<file path="src/rtl/netswap_pkg.sv">
package netswap_pkg;
  typedef enum logic [2:0] {
    ST_IDLE   = 3'd0,
    ST_PAUSE  = 3'd1,
    ST_DRAIN  = 3'd2,
    ST_SWAP   = 3'd3,
    ST_RESUME = 3'd4
  } seq_state_t;
endpackage

</file>
<file path="src/rtl/netswap_pairsel.sv">
module netswap_pairsel #(
  parameter int NODE_W      = 4,
  parameter int CFG_W       = 3,
  parameter int NUM_PAIRS   = 4,
  parameter int DEFAULT_CFG = 7,
  localparam int ENT_W      = 2*NODE_W + CFG_W,
  parameter logic [NUM_PAIRS*ENT_W-1:0] PAIR_TABLE = '0
) (
  input  logic [NODE_W-1:0] src,
  input  logic [NODE_W-1:0] dst,
  output logic [CFG_W-1:0]  idx
);
  logic [NUM_PAIRS-1:0]            hit;
  logic [NUM_PAIRS-1:0][CFG_W-1:0] ent_idx;

  // Each entry: {src, dst, idx}, idx in the low bits.
  for (genvar g = 0; g < NUM_PAIRS; g++) begin : g_ent
    localparam logic [ENT_W-1:0] ENT = PAIR_TABLE[g*ENT_W +: ENT_W];
    assign hit[g]     = (src == ENT[ENT_W-1 -: NODE_W]) &&
                        (dst == ENT[CFG_W +: NODE_W]);
    assign ent_idx[g] = ENT[CFG_W-1:0];
  end

  // Lowest-numbered matching entry wins.
  always_comb begin
    idx = CFG_W'(DEFAULT_CFG);
    for (int i = NUM_PAIRS-1; i >= 0; i--) begin
      if (hit[i]) idx = ent_idx[i];
    end
  end
endmodule

</file>
<file path="src/rtl/netswap_drain.sv">
module netswap_drain #(
  parameter int CNT_W = 8
) (
  input  logic             clk,
  input  logic             rst,
  input  logic             load,
  input  logic [CNT_W-1:0] load_val,
  input  logic             en,
  output logic             zero
);
  logic [CNT_W-1:0] cnt;

  always_ff @(posedge clk) begin
    if (rst)               cnt <= '0;
    else if (load)         cnt <= load_val;
    else if (en && !zero)  cnt <= cnt - 1'b1;
  end

  assign zero = (cnt == '0);
endmodule

</file>
<file path="src/rtl/netswap_watchdog.sv">
module netswap_watchdog #(
  parameter int TIMEOUT_CYC = 64,
  localparam int WD_W       = $clog2(TIMEOUT_CYC + 1)
) (
  input  logic clk,
  input  logic rst,
  input  logic en,
  output logic expired
);
  logic [WD_W-1:0] cnt;

  always_ff @(posedge clk) begin
    if (rst || !en)    cnt <= '0;
    else if (!expired) cnt <= cnt + 1'b1;
  end

  assign expired = (cnt == WD_W'(TIMEOUT_CYC - 1));
endmodule

</file>
<file path="src/rtl/netswap_coord.sv">
module netswap_coord
  import netswap_pkg::*;
#(
  parameter int NODE_W      = 4,
  parameter int CFG_W       = 3,
  parameter int CNT_W       = 8,
  parameter int NUM_PAIRS   = 4,
  parameter int TIMEOUT_CYC = 64,
  parameter int DEFAULT_CFG = 7,
  parameter int BOOT_CFG    = 0,
  localparam int ENT_W      = 2*NODE_W + CFG_W,
  parameter logic [NUM_PAIRS*ENT_W-1:0] PAIR_TABLE = {
    4'd1, 4'd15, 3'd5,
    4'd7, 4'd1,  3'd3,
    4'd1, 4'd10, 3'd2,
    4'd1, 4'd15, 3'd1
  }
) (
  input  logic              clk,
  input  logic              rst,
  input  logic              help_req,
  input  logic [NODE_W-1:0] help_src,
  input  logic [NODE_W-1:0] help_dst,
  input  logic [CNT_W-1:0]  drain_cycles,
  output logic              pause_bcast,
  output logic              resume_bcast,
  output logic [CFG_W-1:0]  cfg_idx,
  output logic              reconf_req,
  input  logic              reconf_done,
  output logic              busy,
  output logic              swap_err
);
  seq_state_t       state;
  logic [CFG_W-1:0] sel_idx;
  logic [CFG_W-1:0] prev_idx;
  logic             accept;
  logic             drain_zero;
  logic             wd_expired;

  assign accept = (state == ST_IDLE) && help_req;

  netswap_pairsel #(
    .NODE_W(NODE_W), .CFG_W(CFG_W), .NUM_PAIRS(NUM_PAIRS),
    .DEFAULT_CFG(DEFAULT_CFG), .PAIR_TABLE(PAIR_TABLE)
  ) u_pairsel (
    .src(help_src), .dst(help_dst), .idx(sel_idx)
  );

  netswap_drain #(.CNT_W(CNT_W)) u_drain (
    .clk(clk), .rst(rst), .load(accept), .load_val(drain_cycles),
    .en(state == ST_DRAIN), .zero(drain_zero)
  );

  netswap_watchdog #(.TIMEOUT_CYC(TIMEOUT_CYC)) u_wd (
    .clk(clk), .rst(rst), .en(state == ST_SWAP), .expired(wd_expired)
  );

  always_ff @(posedge clk) begin
    if (rst) begin
      state        <= ST_IDLE;
      pause_bcast  <= 1'b0;
      resume_bcast <= 1'b0;
      reconf_req   <= 1'b0;
      busy         <= 1'b0;
      swap_err     <= 1'b0;
      cfg_idx      <= CFG_W'(BOOT_CFG);
      prev_idx     <= CFG_W'(BOOT_CFG);
    end else begin
      pause_bcast  <= 1'b0;
      resume_bcast <= 1'b0;
      case (state)
        ST_IDLE: begin
          if (help_req) begin
            state       <= ST_PAUSE;
            pause_bcast <= 1'b1;
            busy        <= 1'b1;
            swap_err    <= 1'b0;
            prev_idx    <= cfg_idx;
            cfg_idx     <= sel_idx;
          end
        end
        ST_PAUSE: state <= ST_DRAIN;
        ST_DRAIN: begin
          if (drain_zero) begin
            state      <= ST_SWAP;
            reconf_req <= 1'b1;
          end
        end
        ST_SWAP: begin
          if (reconf_done) begin
            state        <= ST_RESUME;
            reconf_req   <= 1'b0;
            resume_bcast <= 1'b1;
          end else if (wd_expired) begin
            state        <= ST_RESUME;
            reconf_req   <= 1'b0;
            resume_bcast <= 1'b1;
            swap_err     <= 1'b1;
            cfg_idx      <= prev_idx;
          end
        end
        ST_RESUME: begin
          state <= ST_IDLE;
          busy  <= 1'b0;
        end
        default: state <= ST_IDLE;
      endcase
    end
  end
endmodule

</file>
<file path="config.mk">
export PLATFORM = sky130hd
export DESIGN_NAME = netswap_coord
export DESIGN_NICKNAME = d
export VERILOG_FILES = /design/src/rtl/netswap_pkg.sv /design/src/rtl/netswap_pairsel.sv /design/src/rtl/netswap_drain.sv /design/src/rtl/netswap_watchdog.sv /design/src/rtl/netswap_coord.sv
export SDC_FILE = /design/constraint.sdc
export NUM_CORES = 1
export LEC_CHECK = 0
export CORE_MARGIN = 2
export CORE_UTILIZATION = 46
export DETAILED_ROUTE_END_ITERATION = 8
export PLACE_DENSITY = 0.75
export SKIP_LAST_GASP = 1
export SLEW_MARGIN = 20
export SYNTH_ARGS = -nofsm -noshare
export SYNTH_HDL_FRONTEND = slang
export SYNTH_SLANG_ARGS = --single-unit
</file>
<file path="constraint.sdc">
create_clock -name clk -period 1.51 [get_ports clk]
set_input_delay 0.302 -clock clk [delete_from_list [all_inputs] [get_ports clk]]
set_output_delay 0.302 -clock clk [all_outputs]
set_load 0.005 [all_outputs]
</file>
# Yosys cells after proc, flatten, opt, wreduce, memory -nomap -nowiden
# Cells that the tools add are included.
totals:
  regBits: 29
  word_cells: 77
classes:
  addsub: 2
  eq_ne: 15
  muxes: 27
  bitwise: 2
  reduce_logical: 21
ops:
  columns: ["cell", "n"]
  rows:
  - ["$mux 3", 10]
  - ["$mux 8", 2]
  - ["$pmux 3 s4", 1]
  - ["$mux 1", 10]
  - ["$eq 4x1->1 const B", 2]
  - ["$eq 4x4->1 const B", 2]
  - ["$logic_not 8->1", 1]
  - ["$ne 2x2->1 const B", 4]
  - ["$reduce_bool 2->1", 4]
  - ["$sub 8x1->8 const B", 1]
  - ["$add 7x1->7 const B", 1]
  - ["$eq 7x6->1 const B", 1]
  - ["$eq 3x2->1 const B", 2]
  - ["$pmux 1 s2", 3]
  - ["$pmux 3 s2", 1]
  - ["$reduce_and 3->1", 2]
  - ["$logic_and 1x1->1", 5]
  - ["$eq 4x3->1 const B", 1]
  - ["$reduce_and 2->1", 2]
  - ["$reduce_and 4->1", 1]
  - ["$reduce_or 2->1", 2]
  - ["$eq 3x1->1 const B", 1]
  - ["$eq 3x3->1 const B", 1]
  - ["$logic_not 3->1", 1]
  - ["4 further kinds", 6]

# Depth between registers and ports, before layout
# Gate-level depths: netlist of the first run.
logic_depth:
  word_depth: 7
  ltp_mapped: 6

# Cells and area by module
# Synthesis of the first run repeated with hierarchy kept, for this count alone.
unflattened:
  cells_unflattened: 169
  hier_area_um2: 1577.8
by_module_without_submodules:
  columns: ["mod", "instances", "cells_each", "area_each_um2", "seq_area_each_um2"]
  rows:
  - ["netswap_coord", 1, 62, 621.8, 280.3]
  - ["netswap_drain", 1, 59, 515.5, 160.2]
  - ["netswap_watchdog", 1, 39, 374.1, 140.1]
  - ["netswap_pairsel", 1, 9, 66.3, 0.0]

# Worst setup path before layout of the first run
# Ideal clock, no wire load.
synth_timing:
  kind: "reg2reg"
  start: "register u_drain.cnt[0]"
  end: "register u_drain.cnt[6]"
  setup_time_ns: 0.133
  t_arrival_ns: 1.369
  setup_slack_ns: 0.008
  path_stages_with_launch: 7
  period_less_slack_ns: 1.502
  cell_sequence: "dfxtp_1 -> inv_1 -> ha_1 -> nor2b_1 -> a2111oi_2 -> xnor2_1 -> a21oi_1"
synth_via:
  elab_chain_cells: 4
synth_lines:
  columns: ["element", "line_no", "text"]
  rows:
  - ["from (decl)", "netswap_drain.sv:11", "logic [CNT_W-1:0] cnt;"]
  - ["from (signal assigned)", "netswap_drain.sv:15", "else if (load) cnt <= load_val;"]
  - ["from (signal assigned)", "netswap_drain.sv:16", "else if (en && !zero) cnt <= cnt - 1'b1;"]
  - ["branches (longest 4 deep; another with $sub 8x1->8)", null, null]
# Parallel ways; which one is timed is not known. The select of a mux whose other input is x is not followed.
# A chain may end at the register's enable or synchronous reset.

# Final worst setup path of the first run
layout_timing:
  start: "register cfg_idx[2]"
  end: "output cfg_idx[2]"
layout_lines:
  columns: ["element", "line_no", "text"]
  rows:
  - ["from (decl)", "netswap_coord.sv:27", "output logic [CFG_W-1:0] cfg_idx,"]
  - ["from (signal assigned)", "netswap_coord.sv:66", "cfg_idx <= CFG_W'(BOOT_CFG);"]
  - ["from (signal assigned)", "netswap_coord.sv:79", "cfg_idx <= sel_idx;"]
  - ["from (signal assigned)", "netswap_coord.sv:99", "cfg_idx <= prev_idx;"]
# No word-level cell between the ends.

==> results_dict.tcl, run 1 <==
set metrics [dict create \
    holdCritPathClass "reg2reg" \
    grt_pass1_vias 1426 \
    crit_family "buffers and inverters" \
    yosysSeqAreaShare_pct 39.90 \
    cp.arrival_ps 1180 \
    worst-path-buf-inv 1 \
    met2_length_um 1988 \
    drc 0 \
    netlist_instances 161 \
    drive_above_1_share_pct 33.33 \
    nNetsFinal 236 \
    holdPathStages 2 \
    initial_utilization_pct 48.06 \
    drt_first_pass_iters 5 \
    rrSetupSlack_ps 60 \
    rr_startpoint "u_drain.cnt[3]" \
    gr-total-overflow 0 \
    dieArea_mm2 0.003629 \
    p_int_mw 1.478 \
    clk_pin_slew_ps 100 \
    synth_area_leaders "dfxtp_1, a21oi_1, o21ai_0" \
    crit_path_max_fanout 2 \
    slowest_stage "clkdlybuf4s50_1" \
    synth_ff_type "dfxtp_1" \
    yosys.area.top_type "dfxtp_1" \
    hold_violations 0 \
    rows 20 \
    hold-path-endpoint "prev_idx[0]" \
    cts_tree "built" \
    min_from "prev_idx[0]" \
    setup_viol_count_final 0 \
    cts_sinks 29 \
    nFillCells 238 \
    seq_power_share_pct 43.1 \
    crit_chain "clkdlybuf4s50_1" \
    io_buffers 27 \
    syn_area_mm2 0.001455 \
    chipWidth_um 60.25 \
    synth_edf_count 0 \
    dp_hpwl_um 2574 \
    dpl-instance-area_mm2 0.001927 \
    dieHeight_um 60.25 \
    required_ps 1210 \
    fin_area_mm2 0.002142 \
    grt_pass1_wl_um 5989 \
    ant_nets 0 \
    drt-met1-wl_um 1584 \
    highest_layer "met4" \
    viasPerCell 5.599 \
    routed_wl_um 3807 \
    maxCapViolations 0 \
    syn_nets 184 \
    crit_type "reg2out" \
    fin_skew_ps 5.038 \
    clockBufferDepth 2 \
    period_share_pct 98.43 \
    dp_cells 247 \
    yosysMostFrequentCell "dfxtp_1" \
    layout_setup_ws_ps 23.68 \
    gp_congestion 0.8195 \
    clock_power_share_pct 22.9 \
    antenna_found_initial 0 \
    fmax_ghz 0.6728 \
    min_period_ps 1486 \
    insertedDiodeCount 0 \
    crit_path_max_incr_delay_ps 500 \
    status "completed" \
    grt_start_max_net_pins 22 \
    core_region_area_mm2 0.003028 \
    async_reset_ff_share_pct 0 \
    grt_usage_pct 22.36 \
    wl_per_cell_um 14.81 \
    relSlewSlack_pct 73.86 \
    power_switching_share_pct 32.39 \
    holdBufCountCts 0 \
    drt_iter0_drc 48 \
    cp-end-kind "primary output" \
    p_switching_uw 708.0 \
    r2r-end "u_drain.cnt[6]" \
    clockRootBuffer "clkbuf_4" \
    rsz0062_at_grt "yes" \
    reg2reg_depth 4 \
    synth_top_area_share_pct 39.90 \
    clock_latency_ps 330 \
    power_mw 2.186 \
    synth_common_cells "dfxtp_1, a21oi_1, nand2_1, nor2_1, o21ai_0" \
    ys_ff_latch 29 \
    crit_path_start_kind "register" \
    area_growth_pct 47.21 \
    cts_made_buffers 5 \
    wl_met3_um 184 \
    synth_warnings 0 \
    synth.avg_cell_area_um2 9.038 \
    p_leak_nw 0.8108 \
    htreeDepth 2 \
    report.final.slew_viol_count 0 \
    synth_cell_types 49 \
    fin_cells 257 \
    ir_worst_vdd_uv 673.7 \
    pre_cts_ws_ps -273.8 \
    num_io_pins 28 \
    power_density_mw_per_mm2 1021 \
    num_vias 1439 \
    combPwrFrac_pct 34.0 \
    worstMarginPinSlew_ps 391.6 \
]
-- kinds of logic (layout without fill, tap and decap cells) --
logic type      Yosys count  after routing  synth area share (%)
buf+inv                  12             64                 3.440
compound gates           51             51                 22.87
fa+ha+maj                 3              3                 2.580
mux                       1              1                0.6879
flops                    29             29                 39.90
xor+xnor                  7              7                 4.213
simple gates             58             58                 26.31
-- worst max path at each step --
stage	cells past startpoint	to	slack, ps	start
2_1_floorplan	6	u_drain.cnt[6]	8	u_drain.cnt[0]
3_3_place_gp	5	cfg_idx[1]	-170	help_dst[1]
3_5_place_dp	5	cfg_idx[1]	-270	help_src[1]
4_1_cts	6	u_drain.cnt[4]	-5	u_drain.cnt[0]
5_1_grt	5	cfg_idx[1]	-30	help_dst[1]
6_report	1	cfg_idx[2]	20	cfg_idx[2]
-- flip-flops by register name, indices dropped and copies added (netlist names) --
signal / flops
busy: 1
cfg_idx: 3
pause_bcast: 1
prev_idx: 3
reconf_req: 1
resume_bcast: 1
state: 3
swap_err: 1
u_drain.cnt: 8
u_wd.cnt: 7
-- area by class of cell --
| cell class | instances | area [um^2] | area share, % |
|---|---|---|---|
| timing repair buffer | 52 | 478.0 | 22.31 |
| multi-input combinational | 120 | 935.9 | 43.69 |
| inverter | 5 | 21.27 | 0.9930 |
| sequential | 29 | 596.8 | 27.86 |
| tap | 44 | 55.05 | 2.570 |
| clock buffer | 7 | 55.05 | 2.570 |
-- worst min-delay path, cell delays in order, from the launching register on --
cell     delay (ps)
dfxtp_1         330
nand2_1          50
a21oi_1          60
-- routing by layer --
layer,global-route usage [%],vias to the layer above
met2,36.49,42
met4,10.48,0
met5,0,-
met3,6.710,6
met1,26.68,680
li1,-,711
-- cells in the final DEF (no fill, tap or decap), types with 10 or more instances in the layout --
cell	synthesis	final
a21oi_1	19	18
buf_4	1	24
clkdlybuf4s50_1	0	24
dfxtp_1	29	16
dfxtp_2	0	13
nand2_1	11	11
nor2_1	11	10
o21ai_0	10	10
-- stage by stage --
stage	hold WS [ps]	TNS, ps	util [%]
final	477.1	0	70.74
after global routing	504.1	-72.29	70.74
after CTS	466.0	-4.952	65.95
after detailed placement	453.5	-1199	63.64
after global placement	448.4	-561.5	63.64
after floorplan	380.7	0	-
-- repair_timing --
| action | CTS | global route |
|---|---|---|
| hold endpoints to repair | 0 | 0 |
| setup buffers | 0 | 3 |
| gates cloned | 0 | 0 |
| gates resized for setup | 9 | 32 |
| endpoints found under the setup margin | 7 | 18 |
| pin swaps | 7 | 9 |
-- power by group through the flow --
stage                     Sequential (mW)  Combinational (mW)  Clock [mW]
after floorplan                     0.922               0.360           0
after global routing                0.951               0.813       0.544
after detailed placement            0.936               0.622           0
after CTS                           0.924               0.640       0.502
final                               0.942               0.744       0.500
after global placement              0.930               0.608           0
Power figures use the tool's default switching activity.
==> run 2: changes to the inputs <==
--- a/config.mk
+++ b/config.mk
@@ -8,6 +8,8 @@
 export CORE_MARGIN = 2
 export CORE_UTILIZATION = 46
 export DETAILED_ROUTE_END_ITERATION = 8
+export GPL_ROUTABILITY_DRIVEN = 0
+export GPL_TIMING_DRIVEN = 1
 export PLACE_DENSITY = 0.75
 export SKIP_LAST_GASP = 1
 export SLEW_MARGIN = 20
==> results of run 2 <==
No change in the layout: final DEF, timing and power equal those of run 1.
==> run 3: changes to the inputs <==
--- a/config.mk
+++ b/config.mk
@@ -11,6 +11,7 @@
 export GPL_ROUTABILITY_DRIVEN = 0
 export GPL_TIMING_DRIVEN = 1
 export PLACE_DENSITY = 0.75
+export SKIP_CTS_REPAIR_TIMING = 1
 export SKIP_LAST_GASP = 1
 export SLEW_MARGIN = 20
 export SYNTH_ARGS = -nofsm -noshare
==> run 3 against run 2 <==
Setup slack worse by 1.1 ps; non-clock buffer count stayed put; final cell count stayed put; first-iteration DRC count is 10% lower; sequential power hardly changed; clock-buffer cell count stayed put; largest cell class unchanged; largest power group unchanged.
==> results_dict.tcl, run 3 (synthesis results as in run 1) <==
set metrics [dict create \
    clockRootBuffer "clkbuf_4" \
    cts_tree "built" \
    grt_start_max_net_pins 22 \
    crit_path_max_incr_delay_ps 500 \
    initial_utilization_pct 48.06 \
    cp.arrival_ps 1190 \
    setup_viol_count_final 0 \
    largest_reg_flops 8 \
    holdCritPathClass "reg2reg" \
    grt_pass1_wl_um 5989 \
    chipWidth_um 60.25 \
    drt_iter0_drc 43 \
    htreeDepth 2 \
    power_mw 2.163 \
    maxCapViolations 0 \
    worst-path-buf-inv 1 \
    cts_made_buffers 5 \
    drc 0 \
    antenna_found_initial 0 \
    p_int_mw 1.467 \
    clockBufferDepth 2 \
    rows 20 \
    power_density_mw_per_mm2 1016 \
    crit_family "buffers and inverters" \
    rsz0062_at_grt "yes" \
    seq_power_share_pct 43.5 \
    status "completed" \
    fin_setup_tns_ps 0 \
    ant_nets 0 \
    fin_skew_ps 6.208 \
    grt_usage_pct 22.36 \
    wl_per_cell_um 14.53 \
    num_io_pins 28 \
    io_buffers 27 \
    relSlewSlack_pct 73.37 \
    grt_pass1_vias 1425 \
    p_leak_nw 0.8084 \
    crit_chain "clkdlybuf4s50_1" \
    ir_worst_vdd_uv 674.3 \
    report.final.slew_viol_count 0 \
    routed_wl_um 3734 \
    clock_power_share_pct 23.2 \
    insertedDiodeCount 0 \
    num_vias 1426 \
    rr_startpoint "u_drain.cnt[1]" \
    crit_path_max_fanout 2 \
    slowest_stage "clkdlybuf4s50_1" \
    fmax_ghz 0.6723 \
    power_switching_share_pct 32.18 \
    startpoint "cfg_idx[2]" \
    p_switching_uw 696.0 \
    dieArea_mm2 0.003629 \
    nNetsFinal 236 \
    crit_path_start_kind "register" \
    top_regs "u_drain.cnt: 8 flops, u_wd.cnt: 7 flops" \
    core_region_area_mm2 0.003028 \
    cp-end-kind "primary output" \
    combPwrFrac_pct 33.3 \
    top_register "u_drain.cnt" \
    min_period_ps 1487 \
    drive_above_1_share_pct 32.86 \
    crit_type "reg2out" \
    required_ps 1210 \
    min_from "prev_idx[0]" \
    worstMarginPinSlew_ps 398.9 \
    drt_first_pass_iters 4 \
    gr-total-overflow 0 \
    viasPerCell 5.549 \
    dp_hpwl_um 2574 \
    cts_sinks 29 \
    area_growth_pct 46.35 \
    period_share_pct 98.50 \
    hold_violations 0 \
    dieHeight_um 60.25 \
    clock_latency_ps 330 \
    layout_common_cells "clkdlybuf4s50_1, buf_4, a21oi_1, dfxtp_1, dfxtp_2" \
    rrSetupSlack_ps 70 \
    clk_pin_slew_ps 100 \
]
## run 3: cell count changes in the layout (fill, tap and decap cells not counted)
| cell | before | now |
|---|---|---|
| a21boi_4 | 1 | 0 |
| or3_4 | 1 | 0 |
| a21boi_2 | 0 | 1 |
| or3_1 | 0 | 1 |
## run 3: power groups by stage
stage	Combinational [mW]	Sequential, mW	Clock [mW]
finish	0.720	0.941	0.502
detailed placement	0.622	0.936	0
global placement	0.608	0.930	0
CTS	0.626	0.919	0.502
global route	0.793	0.951	0.544
floorplan	0.360	0.922	0
## run 3: final cells by class
class	count	area [um^2]
Sequential cell	29	596.8
Fill cell	242	898.4
Multi-Input combinational cell	120	923.4
Tap cell	44	55.05
Clock buffer	7	55.05
Inverter	5	21.27
Timing Repair Buffer	52	478.0
## run 3: stage by stage
step | util [%] | hold WS [ps] | area, um^2 | worst slack, ps | std cells
detailed placement | 63.64 | 453.5 | 1927 | -273.8 | 247
finish | 70.33 | 479.0 | 2130 | 22.58 | 257
CTS | 65.45 | 466.0 | 1982 | -78.13 | 254
global placement | 63.64 | 448.4 | 1927 | -166.8 | 247
global route | 70.33 | 504.1 | 2130 | -28.02 | 257
floorplan | - | 380.7 | 1455 | 7.945 | 161
## run 3: worst paths after layout
kind              cells past startpoint              to
setup / recovery                      1      cfg_idx[2]
hold / removal                        2     prev_idx[0]
setup reg to reg                      6  u_drain.cnt[1]
hold reg to reg                       2     prev_idx[0]
## run 3: metal layers
metal	track usage, %	part of all wire, %	vias up	wire [um]
li1	-	-	707	-
met1	26.68	43	675	1602
met2	36.49	51	37	1890
met3	6.710	4.7	7	175
met4	10.48	1.7	0	65
met5	0	0	-	0
